--- src/rtl/clkmode_pkg.sv ---
package clkmode_pkg;

    localparam int MODE_W     = 4;
    localparam int REG_W      = 32;
    localparam int SWM_LSB    = 24;
    localparam int CTL_EN_BIT = 31;

    typedef enum logic [3:0] {
        ST_IDLE,
        ST_MASK,
        ST_QUIESCE,
        ST_DUMMY,
        ST_SR_ON,
        ST_MODE_WR,
        ST_EN_WR,
        ST_SETTLE,
        ST_SR_OFF,
        ST_FIN
    } seq_state_e;

    typedef struct packed {
        logic busy;
        logic done;
        logic irq_mask;
        logic quiesce_req;
        logic dummy_rd;
        logic sr_req;
        logic swm_wr;
        logic ctl_wr;
        logic accept;
        logic tmr_clear;
    } seq_ctrl_t;

    function automatic logic [REG_W-1:0] fmt_swmode(input logic [MODE_W-1:0] mode);
        logic [REG_W-1:0] w;
        w = '0;
        w[SWM_LSB +: MODE_W] = mode;
        return w;
    endfunction

    function automatic logic [REG_W-1:0] set_enable(input logic [REG_W-1:0] cur);
        logic [REG_W-1:0] w;
        w = cur;
        w[CTL_EN_BIT] = 1'b1;
        return w;
    endfunction

endpackage

--- src/rtl/clkmode_settle_timer.sv ---
module clkmode_settle_timer #(
    parameter int SETTLE_CYC = 256
) (
    input  logic clk,
    input  logic rst,
    input  logic clear,
    input  logic run,
    output logic expired
);
    localparam int CNT_W = (SETTLE_CYC > 2) ? $clog2(SETTLE_CYC) : 1;
    localparam logic [CNT_W-1:0] LAST = CNT_W'(SETTLE_CYC - 1);

    logic [CNT_W-1:0] cnt;

    always_ff @(posedge clk) begin
        if (rst || clear) begin
            cnt <= '0;
        end else if (run && !expired) begin
            cnt <= cnt + 1'b1;
        end
    end

    assign expired = (cnt == LAST);

endmodule

--- src/rtl/clkmode_seq_fsm.sv ---
module clkmode_seq_fsm
    import clkmode_pkg::*;
(
    input  logic      clk,
    input  logic      rst,
    input  logic      req_valid,
    input  logic      quiesce_ack,
    input  logic      sr_stat,
    input  logic      settle_done,
    output seq_ctrl_t ctrl
);
    seq_state_e state, state_nx;

    always_ff @(posedge clk) begin
        if (rst) state <= ST_IDLE;
        else     state <= state_nx;
    end

    always_comb begin
        state_nx = state;
        unique case (state)
            ST_IDLE:    if (req_valid)   state_nx = ST_MASK;
            ST_MASK:                     state_nx = ST_QUIESCE;
            ST_QUIESCE: if (quiesce_ack) state_nx = ST_DUMMY;
            ST_DUMMY:                    state_nx = ST_SR_ON;
            ST_SR_ON:   if (sr_stat)     state_nx = ST_MODE_WR;
            ST_MODE_WR:                  state_nx = ST_EN_WR;
            ST_EN_WR:                    state_nx = ST_SETTLE;
            ST_SETTLE:  if (settle_done) state_nx = ST_SR_OFF;
            ST_SR_OFF:  if (!sr_stat)    state_nx = ST_FIN;
            ST_FIN:                      state_nx = ST_IDLE;
            default:                     state_nx = ST_IDLE;
        endcase
    end

    always_comb begin
        ctrl             = '0;
        ctrl.busy        = (state != ST_IDLE);
        ctrl.accept      = (state == ST_IDLE) && req_valid;
        ctrl.done        = (state == ST_FIN);
        ctrl.irq_mask    = (state != ST_IDLE) && (state != ST_FIN);
        ctrl.quiesce_req = ctrl.irq_mask && (state != ST_MASK);
        ctrl.dummy_rd    = (state == ST_DUMMY);
        ctrl.sr_req      = (state == ST_SR_ON) || (state == ST_MODE_WR) ||
                           (state == ST_EN_WR) || (state == ST_SETTLE);
        ctrl.swm_wr      = (state == ST_MODE_WR);
        ctrl.ctl_wr      = (state == ST_EN_WR);
        ctrl.tmr_clear   = (state != ST_SETTLE);
    end

endmodule

--- src/rtl/clkmode_seq_regs.sv ---
module clkmode_seq_regs
    import clkmode_pkg::*;
(
    input  logic              clk,
    input  logic              rst,
    input  logic              accept,
    input  logic [MODE_W-1:0] req_mode,
    input  logic              capture,
    input  logic [REG_W-1:0]  ctl_rd_data,
    output logic [REG_W-1:0]  swmode_word,
    output logic [REG_W-1:0]  ctl_word
);
    logic [MODE_W-1:0] mode_q;
    logic [REG_W-1:0]  ctl_q;

    always_ff @(posedge clk) begin
        if (rst) begin
            mode_q <= '0;
            ctl_q  <= '0;
        end else begin
            if (accept)  mode_q <= req_mode;
            if (capture) ctl_q  <= set_enable(ctl_rd_data);
        end
    end

    assign swmode_word = fmt_swmode(mode_q);
    assign ctl_word    = ctl_q;

endmodule

--- src/rtl/clkmode_switch_seq.sv ---
module clkmode_switch_seq
    import clkmode_pkg::*;
#(
    parameter int SETTLE_CYC = 256
) (
    input  logic              clk,
    input  logic              rst,
    input  logic              req_valid,
    input  logic [MODE_W-1:0] req_mode,
    output logic              busy,
    output logic              done,
    output logic              irq_mask,
    output logic              quiesce_req,
    input  logic              quiesce_ack,
    output logic              dummy_rd,
    output logic              sr_req,
    input  logic              sr_stat,
    output logic              swmode_wr,
    output logic [REG_W-1:0]  swmode_wdata,
    input  logic [REG_W-1:0]  ctl_rd_data,
    output logic              ctl_wr,
    output logic [REG_W-1:0]  ctl_wdata
);
    seq_ctrl_t ctrl;
    logic      settle_done;

    clkmode_seq_fsm u_fsm (
        .clk         (clk),
        .rst         (rst),
        .req_valid   (req_valid),
        .quiesce_ack (quiesce_ack),
        .sr_stat     (sr_stat),
        .settle_done (settle_done),
        .ctrl        (ctrl)
    );

    clkmode_settle_timer #(.SETTLE_CYC(SETTLE_CYC)) u_timer (
        .clk     (clk),
        .rst     (rst),
        .clear   (ctrl.tmr_clear),
        .run     (!ctrl.tmr_clear),
        .expired (settle_done)
    );

    clkmode_seq_regs u_regs (
        .clk         (clk),
        .rst         (rst),
        .accept      (ctrl.accept),
        .req_mode    (req_mode),
        .capture     (ctrl.swm_wr),
        .ctl_rd_data (ctl_rd_data),
        .swmode_word (swmode_wdata),
        .ctl_word    (ctl_wdata)
    );

    assign busy        = ctrl.busy;
    assign done        = ctrl.done;
    assign irq_mask    = ctrl.irq_mask;
    assign quiesce_req = ctrl.quiesce_req;
    assign dummy_rd    = ctrl.dummy_rd;
    assign sr_req      = ctrl.sr_req;
    assign swmode_wr   = ctrl.swm_wr;
    assign ctl_wr      = ctrl.ctl_wr;

endmodule

--- config.mk ---
export PLATFORM = sky130hd
export DESIGN_NAME = clkmode_switch_seq
export DESIGN_NICKNAME = d
export VERILOG_FILES = /design/src/rtl/clkmode_pkg.sv /design/src/rtl/clkmode_settle_timer.sv /design/src/rtl/clkmode_seq_fsm.sv /design/src/rtl/clkmode_seq_regs.sv /design/src/rtl/clkmode_switch_seq.sv
export SDC_FILE = /design/constraint.sdc
export NUM_CORES = 1
export LEC_CHECK = 0
export BUFFER_PORTS_ARGS = -buffer_cell sky130_fd_sc_hd__buf_4
export CAP_MARGIN = 15
export CORE_ASPECT_RATIO = 1.75
export CORE_UTILIZATION = 45
export CTS_BUF_LIST = sky130_fd_sc_hd__clkbuf_16
export DETAILED_ROUTE_END_ITERATION = 10
export PLACE_DENSITY = 0.75
export SETUP_SLACK_MARGIN = 0.1
export SYNTH_ARGS = -nofsm -noshare
export SYNTH_HDL_FRONTEND = slang
export SYNTH_SLANG_ARGS = --single-unit
--- constraint.sdc ---
create_clock -name clk -period 2.09 [get_ports clk]
set_clock_uncertainty 0.1 [all_clocks]
set_input_delay 0.418 -clock clk [delete_from_list [all_inputs] [get_ports clk]]
set_output_delay 0.418 -clock clk [all_outputs]
set_load 0.01 [all_outputs]
Word-level counts from Yosys, hierarchy flattened
Cells that the tools add are included. W data, S select, Z words.

$add $sub $neg: 1. Multipliers: 0. Div/mod/pow operators: 0. Order comparisons: 0. Equal/unequal tests: 18. Shifts and indexed selects: 0. Multiplexer cells: 6. Bitwise operators: 0. Reductions and logical operators: 13.

Operator list (count): $pmux W4 S9 (1); $mux W4 (5); $eq A4 B3 Y1 const B (4); $add A8 B1 Y8 const B (1); $eq A4 B2 Y1 const B (2); $eq A4 B4 Y1 const B (2); $eq A8 B8 Y1 const B (1); $ne A2 B2 Y1 const B (4); $reduce_and A5 Y1 (1); $eq A4 B1 Y1 const B (1); $logic_and A1 B1 Y1 (4); $logic_not A4 Y1 (1); $logic_or A1 B1 Y1 (4); $ne A4 B1 Y1 const B (1); $ne A4 B3 Y1 const B (1); $ne A4 B4 Y1 const B (1); $reduce_bool A4 Y1 (1); $logic_not A1 Y1 (2); $ne A2 B1 Y1 const B (1).

Register bits: 48. Bits in latches: 0. Bits in writable memories: 0. Memory bits (read-only): 0. Input port bits: 41. Output and inout port bits: 72. Word-level logic and storage cells: 42. Memories: 0.

Logic depth before layout (Yosys ltp)
Gate-level depths: netlist of the first run.

Depth in word-level cells: 4. Gate-level depth with buffers: 6. Depth with buffers taken out: 4.

Hierarchy
Synthesis of the first run repeated with hierarchy kept, for this count alone.

Cells, all modules: 235. Area total of the unflattened synthesis: 2248.4 um^2.

Modules (own cells, without submodules): clkmode_seq_regs (times used 1, cells each 146, area each 1520.2 um^2, sequential area each 720.7 um^2); clkmode_settle_timer (times used 1, cells each 49, area each 425.4 um^2, sequential area each 160.2 um^2); clkmode_seq_fsm (times used 1, cells each 39, area each 299.0 um^2, sequential area each 80.1 um^2); clkmode_switch_seq (times used 1, cells each 1, area each 3.8 um^2, sequential area each 0.0 um^2).

Worst setup path before layout of the first run
OpenSTA, ideal clock, no wires.

Path type: reg2out. From: register u_fsm.state[1]. To: output port irq_mask. Arrival: 985 ps. Required time: 1572 ps. Path slack: 587 ps. Cell stages (with the launch flop): 5. Cells stage by stage: dfxtp_1 -> buf_4 -> nor2_1 -> and3_1 -> nor2_1.

Cells in the longest elaborated chain, start to end: 2. Elaborated cells between the ends (all ways): 3. Those cells by class: eq/ne (1); reduce/logical (2).

RTL lines: start, declared (line clkmode_seq_fsm.sv:12) `seq_state_e state, state_nx;`; start signal, assigned (line clkmode_seq_fsm.sv:16) `else state <= state_nx;`; $ne A4 B4 Y1 or $reduce_bool A4 Y1 (tied branches) (line clkmode_seq_fsm.sv:41) `ctrl.irq_mask = (state != ST_IDLE) && (state != ST_FIN);`; $logic_and A1 B1 Y1 (*) (line clkmode_seq_fsm.sv:41); end, declared (line clkmode_switch_seq.sv:12) `output logic irq_mask,`.

Every way passes the cells marked *; elsewhere a longest branch is shown, timed or not.

Final worst setup path of the first run
From: register u_fsm.state[1]. To: output port swmode_wr.

Cells in the longest elaborated chain, start to end: 1.

RTL lines: $eq A4 B3 Y1 (line clkmode_seq_fsm.sv:46) `ctrl.swm_wr = (state == ST_MODE_WR);`; end, declared (line clkmode_switch_seq.sv:18) `output logic swmode_wr,`.

Every way passes these cells.

==> out/qor.yml, run 1 <==
status:
  status: "completed"
clock_network:
  path_clk_slew_ns: 0.06
  tritoncts: "yes"
  cts_max_level: 2
  post_cts_buffers: 0
  root_buffer: "clkbuf_16"
  cts_hold_buf: 0
  cts_buffer_depth: 2
  clock-sinks: 48
  clkLatencyLatePin_ns: 0.28
  numCtsBuffers: 5
timing:
  fin_crit_sh_pct: 91.7
  finalSetupViolations: 0
  worst_pin_slew_ns: 0.502
  timing.fmax_ghz: 0.522
  whs_ns: 0.279
  relSlewSlack_pct: 66.6
  finalCriticalPeriod_ns: 1.92
  hold_viol: 0
  drv_slew: 0
  rsz0062_at_grt: "yes"
  tns_ns: 0
layout:
  diodes: 0
  final_common_cell: "buf_4"
  final_area_um2: 2840
  final_net_count: 386
  layout_common_cells: "86 x buf_4, 65 x nand2_1, 45 x dfxtp_1, 39 x a21oi_1, 28 x conb_1"
  syn_to_final_growth_pct: 29.4
  drive_gt1_share_pct: 30.7
floorplan:
  fp.dieW_um: 54.8
  core_um2: 4670
  die-area_um2: 5170
  rows: 33
  die_y_um: 94.4
  io_pins: 113
  start_util_pct: 47.0
placed_design:
  dp_hpwl_um: 3540
  port_buffers: 83
  routabilityCongestion: 0.800
  place_area_um2: 2690
power_and_ir_drop:
  switching_share_pct: 23.1
  irDropWorstVdd_uv: 593
  power_frac_seq_pct: 49.9
  switchingPower_w: 0.000439
  comb_power_share_pct: 10.1
  p_int_w: 0.00147
  pwr_density_cell_nw_per_um2: 671
  power.share.clock_pct: 39.9
  p_leak_nw: 1.20
  power_w: 0.00190
yosys:
  synth_top_family_by_area: "simple AND/OR/NAND/NOR gates"
  yosysWarnings: 0
  yosysTopAreaCell: "dfxtp_1"
  synth_xor_area_share_pct: 0
  muxShareOfSynthArea_pct: 0.456
  synthSimpleGateAreaFrac_pct: 22.8
  ys_ff_latch: 48
  syn_area_um2: 2190
  ys_seq_area_share_pct: 43.8
  synthAdderAreaFrac_pct: 0.570
  synth_cell_types: 41
  syn_area_per_cell_um2: 8.18
  synth.top_cell.area_share_pct: 43.8
  synth.area.top_cells: "dfxtp_1 44%, nand2_1 11%, buf_4 10%"
  postSynthCellCount: 268
  synth-compound-area-share_pct: 16.6
detailed_routing:
  drt_iter0_drc: 41
  antenna_left: 0
  wl_um: 4810
  drc: 0
  drt-pass1-iter-count: 4
  routedWlPerCell_um: 12.1
  vias: 1947
  viasPerCell: 4.90
critical_path:
  crit_buf_inv: 2
  cp.arrival_ns: 1.40
  critPathMaxStageDelay_ns: 0.46
  cp.required_ns: 1.57
  r2r_setup_slack_ns: 0.51
  crit_path_max_fanout: 15
  critical_path_class: "reg2out"
  startpoint_type: "register"
  crit_family: "flip-flops"
  end_kind: "output pin"
  critPathSlowestCell: "dfxtp_2"
  cp_cell_sequence: "nand4bb_1, clkinv_2, buf_4"
worst_hold_path:
  min_path_type: "in2reg"
global_route:
  antenna_found_initial: 0
  grt_usage_pct: 18.9
  grt_max_degree: 32
  grt_pass1_vias: 1609
  grt_overflow: 0
  grt_pass1_wl_um: 7290
run:
  drv_cap: 0
==> power by group through the flow <==
stage / logic [W] / clock network, W / registers [W]
finish: 0.000193 / 0.000760 / 0.000951
CTS: 0.000193 / 0.000787 / 0.000950
detailed placement: 0.000192 / 0 / 0.000970
floorplan: 0.000137 / 0 / 0.000963
global route: 0.000215 / 0.000833 / 0.000953
global placement: 0.000191 / 0 / 0.000969
==> cell usage after synthesis <==
| library cell | number |
|---|---|
| mux2i_1 | 1 |
| nand2_1 | 65 |
| and4b_1 | 1 |
| a21boi_0 | 2 |
| and2_1 | 1 |
| nand3b_1 | 1 |
| nor3_1 | 3 |
| nor4_4 | 1 |
| clkbuf_1 | 4 |
| o311ai_0 | 1 |
| nand4bb_1 | 1 |
| nor4_1 | 1 |
| nand3_1 | 7 |
| or4_1 | 1 |
| nor4b_1 | 1 |
| a211oi_2 | 3 |
| nand2b_1 | 1 |
| o22ai_1 | 1 |
| a31oi_1 | 2 |
| nor2_1 | 11 |
| nor3_2 | 2 |
| clkinv_2 | 1 |
| o2111a_1 | 1 |
| inv_1 | 5 |
| and4_1 | 2 |
| ha_1 | 1 |
| conb_1 | 1 |
| dfxtp_1 | 48 |
| o21ai_0 | 9 |
| buf_2 | 6 |
| a21oi_1 | 39 |
| nor3b_1 | 1 |
| and3_1 | 3 |
| nand4_1 | 1 |
| buf_4 | 30 |
| o2111ai_1 | 1 |
| nand2b_2 | 1 |
| inv_2 | 1 |
| a311oi_2 | 1 |
| a2111oi_0 | 1 |
| buf_6 | 4 |
==> through the flow <==
stage               utilization, %  cells  setup WS (ns)
floorplan                        -    295          0.587
global placement              57.7    389          0.337
detailed placement            57.7    389          0.326
CTS                           60.8    397          0.125
global route                  60.8    397         0.0893
finish                        60.8    397          0.174
==> cell families (layout without fill, tap and decap cells) <==
group,count (synthesis),count (layout)
buffers and inverters,51,101
adders and majority gates,1,1
other,1,28
DFF,48,48
AOI/OAI and AO/OA,61,61
and+or+nand+nor,105,105
muxes,1,1
==> sequential cells by signal (all words and copies together), names as in the netlist <==
signal / flops
u_timer.cnt: 8
u_fsm.state: 4
u_regs.mode_q: 4
u_regs.ctl_word: 32
==> layout make-up <==
type                            count  area [um2]
Clock inverter                      3        18.8
Multi-Input combinational cell    196         991
Timing Repair Buffer               86         646
Inverter                            7        27.5
Fill cell                         446        1830
Clock buffer                        5         125
Tap cell                           52        65.1
Sequential cell                    48         965
==> routing by layer <==
layer	part of all wire (%)	track usage, %	vias up
met2	53	34.2	65
met5	0	0	-
met1	38	20.3	879
met3	6.8	4.03	6
met4	1.5	6.41	0
li1	-	-	997
==> path summary, 6_finish.rpt <==
path / end / from / depth (start not counted)
max: swmode_wr / u_fsm.state[1] / 3
min: u_regs.ctl_word[21] / ctl_rd_data[21] / 3
max reg2reg: u_regs.ctl_word[5] / u_fsm.state[2] / 5
min reg2reg: u_regs.ctl_word[25] / u_regs.ctl_word[25] / 2
==> worst reg2reg max path, delay by kind of cell (launching register included) <==
| family | cells | cell delay [ns] |
|---|---|---|
| and+or+nand+nor | 2 | 0.28 |
| buffers and inverters | 2 | 0.49 |
| AOI/OAI and AO/OA | 1 | 0.12 |
| DFF | 1 | 0.53 |
==> what timing repair did <==
item / CTS / global route
resized for setup: 2 / 1
pin swaps: 0 / 1
endpoints found under the hold margin: 0 / 0
endpoints found under the setup margin: 1 / 2
cloned: 0 / 0
No activity file was read; power rests on OpenSTA's default activity.
==> run 2, diff against run 1 <==
PLACE_DENSITY = 0.79   (was 0.75)
==> run 2 against run 1 <==
  * Flip-flop and latch count is the same
  * Critical path type unchanged
  * Count of clock-buffer cells in the layout is the same
  * Power shrank 0.30%
  * Die area is the same
  * Worst hold slack gained 0.0044 ns
  * Worst setup slack gained 0.045 ns
  * Final cell count shrank 0.25%
  * Highest routed layer unchanged
  * Critical path depth is the same
==> out/qor.yml, run 2 (synthesis results as in run 1) <==
power_and_ir_drop:
  comb_power_share_pct: 10.0  # was 10.1%
  p_int_w: 0.00146  # was 0.00147 W
  power_w: 0.00190  # about the same
  power_frac_seq_pct: 50.0  # was 49.9%
  power.share.clock_pct: 40.0  # was 39.9%
  irDropWorstVdd_uv: 435  # was 593 uV
  switchingPower_w: 0.000434  # was 0.000439 W
  p_leak_nw: 1.19  # was 1.20 nW
  pwr_density_cell_nw_per_um2: 671  # about the same
  switching_share_pct: 22.9  # was 23.1%
global_route:
  grt_pass1_vias: 1749  # was 1609
  met1_usage_pct: 18.1  # was 20.3%
  grt_usage_pct: 18.4  # was 18.9%
  grt_pass1_wl_um: 7160  # was 7290 um
  top_usage_layer: "met2"  # unchanged
  grt_overflow: 0  # unchanged
  grt_max_degree: 44  # was 32
  use_met2_pct: 34.5  # was 34.2%
  antenna_found_initial: 0  # unchanged
  met3_usage_pct: 3.38  # was 4.03%
floorplan:
  io_pins: 113  # unchanged
  rows: 33  # unchanged
  core_um2: 4670  # unchanged
  die-area_um2: 5170  # unchanged
  fp.dieW_um: 54.8  # unchanged
  start_util_pct: 47.0  # unchanged
  die_y_um: 94.4  # unchanged
detailed_routing:
  vias: 1960  # was 1947
  drt-pass1-iter-count: 4  # unchanged
  antenna_left: 0  # unchanged
  drc: 0  # unchanged
  routedWlPerCell_um: 11.6  # was 12.1 um
  viasPerCell: 4.95  # was 4.90
  drt_iter0_drc: 43  # was 41
  wl_um: 4580  # was 4810 um
placed_design:
  dpl.cell_count: 388  # was 389
  dp_hpwl_um: 3340  # was 3540 um
  pre_cts_slack_ns: 0.436  # was 0.326 ns
  port_buffers: 83  # unchanged
  routabilityCongestion: 0.788  # was 0.800
timing:
  finalSetupViolations: 0  # unchanged
  hold_viol: 0  # unchanged
  timing.fmax_ghz: 0.535  # was 0.522 GHz
  rsz0062_at_grt: "no"  # was yes
  tns_ns: 0  # unchanged
  finalCriticalPeriod_ns: 1.87  # was 1.92 ns
  drv_slew: 0  # unchanged
  whs_ns: 0.284  # was 0.279 ns
  setup_slack_ns: 0.219  # was 0.174 ns
  fin_crit_sh_pct: 89.5  # was 91.7%
critical_path:
  cp.required_ns: 1.57  # about the same
  crit_path_max_fanout: 11  # was 15
  end_kind: "output pin"  # unchanged
  cp_cell_sequence: "nor4_4, inv_2, buf_4"  # was nand4bb_1, clkinv_2, buf_4
  critPathSlowestCell: "dfxtp_1"  # was dfxtp_2
  cp.arrival_ns: 1.35  # was 1.40 ns
  startpoint_type: "register"  # unchanged
  critPathMaxStageDelay_ns: 0.43  # was 0.46 ns
  critical_path_class: "reg2out"  # unchanged
clock_network:
  cts_max_level: 2  # unchanged
  cts_buffer_depth: 2  # unchanged
  numCtsBuffers: 5  # unchanged
  path_clk_slew_ns: 0.06  # about the same
  clkLatencyLatePin_ns: 0.27  # was 0.28 ns
  tritoncts: "yes"  # unchanged
  root_buffer: "clkbuf_16"  # unchanged
  post_cts_resize_count: 0  # was 2
  post_cts_buffers: 0  # unchanged
  clock-sinks: 48  # unchanged
  cts_hold_buf: 0  # unchanged
layout:
  largest_reg_flops: 32  # unchanged
  fin_cells: 396  # was 397
  final_common_cell: "buf_4"  # unchanged
  layout_common_cells: "85 x buf_4, 65 x nand2_1, 47 x dfxtp_1, 39 x a21oi_1, 28 x conb_1"  # was 86 x buf_4, 65 x nand2_1, 45 x dfxtp_1, 39 x a21oi_1, 28 x conb_1
  final_net_count: 385  # was 386
  diodes: 0  # unchanged
  drive_gt1_share_pct: 29.9  # was 30.7%
  syn_to_final_growth_pct: 28.9  # was 29.4%
worst_hold_path:
  min_path_type: "in2reg"  # unchanged
run:
  drv_cap: 0  # unchanged
status:
  status: "completed"  # unchanged
==> run 2: cell count changes in the layout (fill, tap and decap cells not counted), sizes merged <==
cell	before	now
buf	86	85
==> run 2: layout make-up <==
| type | count | area [um2] |
|---|---|---|
| Clock buffer | 5 | 125 |
| Clock inverter | 3 | 18.8 |
| Fill cell | 446 | 1840 |
| Inverter | 7 | 27.5 |
| Multi-Input combinational cell | 196 | 991 |
| Sequential cell | 48 | 962 |
| Tap cell | 52 | 65.1 |
| Timing Repair Buffer | 85 | 638 |
==> run 2: metrics by stage <==
stage / util (%) / instance area [um2]
after detailed placement: 57.5 / 2680
final: 60.6 / 2830
after global placement: 57.5 / 2680
after global routing: 60.6 / 2830
after CTS: 60.6 / 2830
after floorplan: - / 2290
==> run 2: routing by layer <==
metal	vias to the layer above	share of wire (%)
li1	995	-
met1	878	36
met2	79	55
met3	8	6.6
met4	0	1.7
met5	-	0
==> run 2: path summary, 6_finish.rpt <==
kind | from | depth (start not counted) | end | slack (ns)
worst min-delay path | ctl_rd_data[9] | 3 | u_regs.ctl_word[9] | 0.28
worst max-delay path | u_fsm.state[0] | 3 | busy | 0.22
worst min register to register | u_regs.ctl_word[0] | 2 | u_regs.ctl_word[0] | 0.35
worst max register to register | u_fsm.state[0] | 3 | u_timer.cnt[7] | 0.47
==> run 2: power groups by stage <==
stage | Clock [W] | Sequential [W] | Combinational (W)
floorplan | 0 | 0.000963 | 0.000137
global placement | 0 | 0.000969 | 0.000187
detailed placement | 0 | 0.000970 | 0.000188
CTS | 0.000779 | 0.000949 | 0.000189
global route | 0.000818 | 0.000953 | 0.000210
finish | 0.000759 | 0.000950 | 0.000189
==> run 2: critical path: cells and delay by family, from the launching register on <==
family | cells | cell delay [ns]
flip-flops | 1 | 0.43
AND/OR/NAND/NOR | 1 | 0.38
buffers and inverters | 2 | 0.26
==> run 3, diff against run 2 <==
CORE_MARGIN = 3   (was unset)
CORE_UTILIZATION = 48   (was 45)
PLACE_DENSITY = 0.84   (was 0.79)
==> run 3 against run 2 <==
  * Global-route usage is 1.0 points lower
  * Worst hold slack worse by 0.0048 ns
  * Worst setup slack worse by 0.033 ns
  * Cell area is 0.66% higher
  * Combinational power is 8% higher
  * Fmax is 1.7% lower
  * Via count is 0.77% higher
  * Critical endpoint unchanged
==> out/qor.yml, run 3 (synthesis results as in run 1) <==
timing:
  finalCriticalPeriod_ns: 1.90  # was 1.87 ns
  timing.fmax_ghz: 0.525  # was 0.535 GHz
  rsz0062_at_grt: "no"  # unchanged
  tns_ns: 0  # unchanged
  fin_crit_sh_pct: 91.1  # was 89.5%
  drv_slew: 0  # unchanged
  finalSetupViolations: 0  # unchanged
  hold_viol: 0  # unchanged
global_route:
  grt_max_degree: 32  # was 44
  grt_overflow: 0  # unchanged
  grt_pass1_wl_um: 7580  # was 7160 um
  grt_pass1_vias: 1777  # was 1749
  grt_usage_pct: 17.3  # was 18.4%
  antenna_found_initial: 0  # unchanged
power_and_ir_drop:
  p_leak_nw: 1.21  # was 1.19 nW
  switchingPower_w: 0.000448  # was 0.000434 W
  p_int_w: 0.00147  # was 0.00146 W
  comb_power_share_pct: 10.7  # was 10.0%
  irDropWorstVdd_uv: 727  # was 435 uV
  pwr_density_cell_nw_per_um2: 675  # was 671 nW/um2
  power.share.clock_pct: 39.9  # was 40.0%
  switching_share_pct: 23.3  # was 22.9%
  power_frac_seq_pct: 49.4  # was 50.0%
critical_path:
  reg2reg_from: "u_fsm.state[0]"  # unchanged
  crit_path_max_fanout: 8  # was 11
  startpoint_type: "register"  # unchanged
  cp.required_ns: 1.57  # about the same
  critical_path_class: "reg2out"  # unchanged
  crit_path_start: "u_fsm.state[2]"  # was u_fsm.state[0]
  cp.arrival_ns: 1.39  # was 1.35 ns
  end_kind: "output pin"  # unchanged
  rr_worst_depth: 5  # was 3
layout:
  syn_to_final_growth_pct: 29.8  # was 28.9%
  n_fill_cell: 347  # was 446
  layout_common_cells: "88 x buf_4, 65 x nand2_1, 47 x dfxtp_1, 39 x a21oi_1, 28 x conb_1"  # was 85 x buf_4, 65 x nand2_1, 47 x dfxtp_1, 39 x a21oi_1, 28 x conb_1
  drive_gt1_share_pct: 30.5  # was 29.9%
  seq_area_um2: 962  # unchanged
  largest_reg_flops: 32  # unchanged
  final_common_cell: "buf_4"  # unchanged
  fin_cells: 396  # unchanged
  final_net_count: 388  # was 385
  multiInputGateArea_um2: 991  # unchanged
  diodes: 0  # unchanged
placed_design:
  routabilityCongestion: 0.790  # was 0.788
  dpl.cell_count: 386  # was 388
  port_buffers: 83  # unchanged
  dp_hpwl_um: 3720  # was 3340 um
clock_network:
  cts_hold_buf: 0  # unchanged
  cts_max_level: 2  # unchanged
  tritoncts: "yes"  # unchanged
  clock-sinks: 48  # unchanged
  cts_buffer_depth: 2  # unchanged
  clkLatencyLatePin_ns: 0.28  # was 0.27 ns
  root_buffer: "clkbuf_16"  # unchanged
  numCtsBuffers: 5  # unchanged
  path_clk_slew_ns: 0.06  # about the same
worst_hold_path:
  hold_start: "ctl_rd_data[4]"  # was ctl_rd_data[9]
  min_path_cells: 3  # unchanged
  min_path_type: "in2reg"  # unchanged
floorplan:
  core_um2: 4270  # was 4670 um2
  die-area_um2: 5450  # was 5170 um2
  io_pins: 113  # unchanged
  fp.dieW_um: 57.1  # was 54.8 um
  start_util_pct: 51.4  # was 47.0%
  die_y_um: 95.4  # was 94.4 um
  rows: 31  # was 33
detailed_routing:
  drt-pass1-iter-count: 4  # unchanged
  viasPerCell: 4.99  # was 4.95
  vias: 1975  # was 1960
  antenna_left: 0  # unchanged
  drc: 0  # unchanged
  wl_um: 5030  # was 4580 um
  routedWlPerCell_um: 12.7  # was 11.6 um
  drt_iter0_drc: 51  # was 43
run:
  drv_cap: 0  # unchanged
status:
  status: "completed"  # unchanged
run 3: cell types whose count changed in the layout (fill, tap and decap cells not counted):
cell,change
buf_4,+3
run 3: worst max-delay path: stages, from the launching register on:
cell	delay (ns)
dfxtp_1	0.41
nor4_4	0.43
inv_2	0.11
buf_4	0.16
run 3: repair_timing:
item                       4_1_cts  5_1_grt
setup endpoints to repair        0        4
setup buffers                    0        2
gates resized for setup          0        1
run 3: worst paths after layout:
check,to,slack (ns)
min reg2reg,u_regs.ctl_word[22],0.36
min,u_regs.ctl_word[4],0.28
max,busy,0.19
max reg2reg,u_regs.ctl_word[19],0.49
run 3: layout make-up:
type	count	area share (%)
Multi-Input combinational cell	196	34.8
Sequential cell	48	33.8
Timing Repair Buffer	88	23.2
Clock buffer	5	4.40
Tap cell	49	2.15
Inverter	7	0.967
Clock inverter	3	0.659
run 3: power groups by stage:
stage | Combinational (W) | Clock (W) | Sequential [W]
4_1_cts | 0.000193 | 0.000780 | 0.000949
5_1_grt | 0.000226 | 0.000814 | 0.000952
6_report | 0.000205 | 0.000767 | 0.000950
3_3_place_gp | 0.000189 | 0 | 0.000969
3_5_place_dp | 0.000192 | 0 | 0.000969
2_1_floorplan | 0.000137 | 0 | 0.000963
run 3: per-layer routing:
metal	routed length (um)	share of wire, %	vias up	global-route usage, %
met5	0	0	-	0
met1	1810	36	897	16.8
met4	61	1.2	0	6.00
li1	-	-	1005	-
met2	2820	56	67	34.4
met3	334	6.6	6	4.07
run 3: stage by stage:
| stage | setup WS [ns] | hold WS [ns] | area, um2 | total power, W | util (%) |
|---|---|---|---|---|---|
| 5_1_grt | 0.102 | 0.282 | 2850 | 0.00199 | 66.7 |
| 3_3_place_gp | 0.473 | 0.343 | 2690 | 0.00116 | 63.0 |
| 6_report | 0.186 | 0.279 | 2850 | 0.00192 | 66.7 |
| 3_5_place_dp | 0.456 | 0.347 | 2690 | 0.00116 | 63.0 |
| 2_1_floorplan | 0.587 | 0.356 | 2290 | 0.00110 | - |
| 4_1_cts | 0.156 | 0.278 | 2830 | 0.00192 | 66.3 |
